$ cat config.mk
export PLATFORM = sky130hd
export DESIGN_NAME = sbus_datapath
export DESIGN_NICKNAME = d
export VERILOG_FILES = /design/src/rtl/sbus_datapath.sv
export SDC_FILE = /design/constraint.sdc
export NUM_CORES = 1
export LEC_CHECK = 0
export BUFFER_PORTS_ARGS = -buffer_cell sky130_fd_sc_hd__buf_2
export CORE_UTILIZATION = 60
export DETAILED_ROUTE_END_ITERATION = 12
export GPL_ROUTABILITY_DRIVEN = 0
export PLACE_DENSITY = 0.84
export SETUP_SLACK_MARGIN = 0.1
export SYNTH_ARGS = -nofsm -noshare
export SYNTH_HDL_FRONTEND = slang
export SYNTH_SLANG_ARGS = --single-unit
$ cat constraint.sdc
create_clock -name clk -period 10.6 [get_ports clk]
set_clock_uncertainty 0.05 [all_clocks]
set_input_delay 2.12 -clock clk [delete_from_list [all_inputs] [get_ports clk]]
set_output_delay 2.12 -clock clk [all_outputs]
set_load 0.05 [all_outputs]
$ cat src/rtl/sbus_datapath.sv
module sbus_datapath #(
  parameter int W    = 32,
  parameter int NGPR = 8
) (
  input  logic            clk,
  input  logic            rst,
  input  logic            pc_ld,
  input  logic            pc_oe,
  input  logic            mar_ld,
  input  logic            mdr_ld,
  input  logic            mdr_oe,
  input  logic            ir_ld,
  input  logic            ir_oe,
  input  logic            y_ld,
  input  logic            z_ld,
  input  logic            z_oe,
  input  logic            tmp_ld,
  input  logic            tmp_oe,
  input  logic [NGPR-1:0] gpr_ld,
  input  logic [NGPR-1:0] gpr_oe,
  input  logic            sel_four,
  input  logic [1:0]      alu_op,
  input  logic            alu_cin,
  input  logic            mem_rd,
  input  logic            mem_wr,
  input  logic [W-1:0]    mem_rdata,
  output logic [W-1:0]    mem_addr,
  output logic [W-1:0]    mem_wdata,
  output logic            mem_we,
  output logic            mem_re,
  output logic [W-1:0]    ir_q,
  output logic [W-1:0]    bus,
  output logic            bus_err
);
  localparam int NSRC = 5 + NGPR;

  logic [W-1:0] pc_q, mar_q, mdr_q, y_q, z_q, tmp_q;
  logic [W-1:0] ir_r;
  logic [W-1:0] gpr_q [NGPR];
  logic [NSRC-1:0] oe_vec;
  logic [W-1:0] src [NSRC];
  logic [W-1:0] opa, alu_y;

  assign oe_vec = {gpr_oe, tmp_oe, z_oe, ir_oe, mdr_oe, pc_oe};
  assign src[0] = pc_q;
  assign src[1] = mdr_q;
  assign src[2] = ir_r;
  assign src[3] = z_q;
  assign src[4] = tmp_q;

  for (genvar g = 0; g < NGPR; g++) begin : g_src
    assign src[5+g] = gpr_q[g];
  end

  always_comb begin
    bus = '0;
    for (int i = 0; i < NSRC; i++)
      bus = bus | (src[i] & {W{oe_vec[i]}});
  end

  assign bus_err = $countones(oe_vec) > 1;

  assign opa = sel_four ? W'(4) : y_q;

  always_comb begin
    case (alu_op)
      2'd0:    alu_y = opa + bus + W'(alu_cin);
      2'd1:    alu_y = opa + ~bus + W'(alu_cin);
      2'd2:    alu_y = opa ^ bus;
      default: alu_y = opa & bus;
    endcase
  end

  always_ff @(posedge clk) begin
    if (rst) begin
      pc_q  <= '0;
      mar_q <= '0;
      mdr_q <= '0;
      ir_r  <= '0;
      y_q   <= '0;
      z_q   <= '0;
      tmp_q <= '0;
    end else begin
      if (pc_ld)  pc_q  <= bus;
      if (mar_ld) mar_q <= bus;
      if (mem_rd) mdr_q <= mem_rdata;
      else if (mdr_ld) mdr_q <= bus;
      if (ir_ld)  ir_r  <= bus;
      if (y_ld)   y_q   <= bus;
      if (z_ld)   z_q   <= alu_y;
      if (tmp_ld) tmp_q <= bus;
    end
  end

  for (genvar g = 0; g < NGPR; g++) begin : g_gpr
    always_ff @(posedge clk) begin
      if (rst)            gpr_q[g] <= '0;
      else if (gpr_ld[g]) gpr_q[g] <= bus;
    end
  end

  assign mem_addr  = mar_q;
  assign mem_wdata = mdr_q;
  assign mem_we    = mem_wr;
  assign mem_re    = mem_rd;
  assign ir_q      = ir_r;
endmodule

==> run metrics <==
Fmax 122.1 MHz; simple-gate area share of the yosys netlist 15.04%; CP Capture Type primary output; # IOs 199; vias per cell 6.719; port bufs 196; Ys Warns 0; outcome complete, no violations; Post-DP Area 24,670 um2; WP buf/inv 5; CP delay by family, top adder cells; cells after synthesis 2,538; worst setup margin 2413 ps; GR peak layer met2; Req. time, crit path 8430 ps; Worst path most repeated cell fa_1; hold buffer count at CTS 0; PD cells 196.0 nW/um2; Final nets 2,691; Synth top area share 32.06%; Multi-input gate area 10,090 um2; peak supply drop 0.1132 mV; CP Launch Type input pin; area growth from synthesis to layout 9.471%; Sw Ratio 31.80%; asr flop ratio synth 0%; worst hold path depth 2; Post-Route WL 72,920 um; largest family of logic cells by synthesized area compound AO/OA/AOI/OAI gates; Num CTS Buffers 48; CTS Root Cell clkbuf_16; post-synthesis adder-cell area fraction 4.446%; Post-synth EDFFs 256; worst relative slew slack 22.52%; GRT Overall Usage 35.12%; post-synthesis mux area share 0.4748%; Filler cells 2,874; XOR/XNOR share of the synthesized area 1.132%; Max-Cap Viols 0; clock sink total 480; largest net degree at the start of global routing 94; final setup TNS 0 ps; Synth Cell Area 23,980 um2; sequential area share after synthesis 50.76%; hold crit path type reg2reg; Worst Reg-to-Reg Cells 16; CTS clk-pin slew, worst paths 60 ps; global-route wire length before repair 111,800 um; Antenna Cells 0; Post-Place Setup Slack 2439 ps; Sequential cell area 12,170 um2; Core ar. 39,010 um2; Resized Gates After CTS 0; worst hold slack 415.4 ps; clock buffer depth 3; share of cells above drive strength 1 13.70%; Die ar. 40,770 um2; initial antenna violation count 0; worst stage delay on the critical path 510 ps; synth cell count leaders nor2_1 (597), edfxtp_1 (256), dfxtp_1 (224); CTS tree done; Die Wd 201.9 um; First DRT Iteration DRCs 3,699; switching pwr 0.001637 W; worst path cell trace buf_2 > buf_4 > fa_1 > inv_1 > fa_1 > fa_1 > fa_1 > fa_1 > fa_1 > inv_1 > nand3_1 > o21ai_0 > nand3b_1 > buf_2; Tmin final 8187 ps; post-synth cell types 75; count leader, synth nor2_1; Logic pwr share 23.2%; Internal 0.003509 W; vias 20,840; Post-DP HPWL 45,250 um; WP depth 14; drt drc 0; cell area after layout 26,250 um2; worst slew pin tran 1162 ps; worst skew pair latency 580 ps; WL/cell 23.52 um; grt total ovfl 0; site row count 72; syn avg cell area 9.448 um2; Pins Over Slew Limit 0; Yosys reg bits 480; starting utilization of the core area 61.47%; post-synth top area cell edfxtp_1; Synthesized Nets 2,684; Layout Utilization 67.29%; Seq pwr share 43.5%; Max FO, Critical Path 33; Crit Path Category in2out; Leak Pwr 10.73 nW; Die Y 201.9 um; fin crit share 77.23%; RSZ-0062 raised after global routing no; met3 Use GR 8.610%; postcts setup bufs 0; top post-synthesis cells by area edfxtp_1 (32%), dfxtp_1 (19%), nor2_1 (9.3%); Arr. time, crit path 6020 ps; DRT antenna net count 0; top_reg_cell synth edfxtp_1; drt first pass iters 8; setup violators final 0; Slowest-stage cell, CP fa_1; GR Layer Usage met1 47.76%; number of global-route vias before repair 19,690; Synth Area in Compound Gates 20.96%; H-tree lvl count 2; met2 Track Usage GR 54.75%; Final Hold Vio Count 0; clock share of power 33.3%
-- cell type report --
type	count	area share, %
Clock buffer	80	5.539
Sequential cell	480	46.37
Tap cell	518	2.469
Inverter	90	1.287
Multi-Input combinational cell	1670	38.43
Clock inverter	8	0.4576
Timing Repair Buffer	255	5.448
-- per-stage QoR --
| stage | power, W | instances |
|---|---|---|
| 6_report | 0.005146 | 3101 |
| 2_1_floorplan | 0.003115 | 2538 |
| 3_3_place_gp | 0.003379 | 3013 |
| 4_1_cts | 0.005107 | 3101 |
| 5_1_grt | 0.005310 | 3101 |
| 3_5_place_dp | 0.003422 | 3013 |
-- worst paths after layout --
path	startpoint	endpoint	slack, ps
worst max-delay path	mdr_oe	bus_err	2410
worst min-delay path	z_q[18]	z_q[18]	420
worst max register to register	gpr_q[1][82]	z_q[29]	5750
worst min register to register	z_q[18]	z_q[18]	420
-- registers in the layout, indices dropped and copies added, names as in the netlist --
| signal | cells |
|---|---|
| y_q | 32 |
| mem_addr | 32 |
| z_q | 32 |
| tmp_q | 32 |
| mem_wdata | 32 |
| ir_q | 32 |
| gpr_q | 256 |
| pc_q | 32 |
-- cells by family (layout without fill, tap and decap cells) --
kind of cell             after synthesis  after routing
AO/OA/AOI/OAI                        693            693
XOR/XNOR                              31             31
adder cells (fa/ha/maj)               78             78
buffers and inverters                388            433
flip-flops                           480            480
multiplexers                          10             10
AND/OR/NAND/NOR                      858            858
-- layer usage --
layer	part of all wire, %	vias up
met5	0	-
li1	-	9113
met2	44	1694
met3	15	239
met1	37	9789
met4	3.4	0
-- power groups by stage --
stage	sequential, W	clock (W)	combinational, W
final	0.00224	0.00171	0.00119
after global routing	0.00225	0.00179	0.00127
after CTS	0.00223	0.00171	0.00116
after detailed placement	0.00227	0	0.00115
after global placement	0.00226	0	0.00112
after floorplan	0.00228	0	0.000837
-- cell usage in the layout (no fill, tap or decap), drive strengths merged, types with 6 or more instances in the layout --
master   count
fa          12
nor2b       37
a311oi       7
edfxtp     256
inv         90
o211ai      13
o21ai       39
a21oi      130
o31ai        9
nand3       76
nor4         8
clkbuf      80
a31oi        9
nor3        25
dfxtp      224
ha          66
a21o        10
a222oi      32
or2         12
nor2       597
xnor2       26
a22o         6
a221oi       8
nand2b      27
a22oi      166
o221ai       7
buf        255
nand4        6
o21bai      10
mux2i        8
a211oi     202
a2111oi      7
nand2       59
-- worst reg2reg max path: stages (launching register included) --
cell and delay (ps):
edfxtp_1 360, a222oi_1 580, nand3_1 140, nor2_1 570, buf_4 320, ha_1 400
inv_1 190, nor3_1 70, a2111oi_1 450, o21a_1 160, o31ai_1 70, buf_4 180
a2111oi_0 410, nor2_1 120, xnor2_1 150, a221oi_1 380, a22o_1 190
Note: power is estimated with default switching activity, not from simulation.
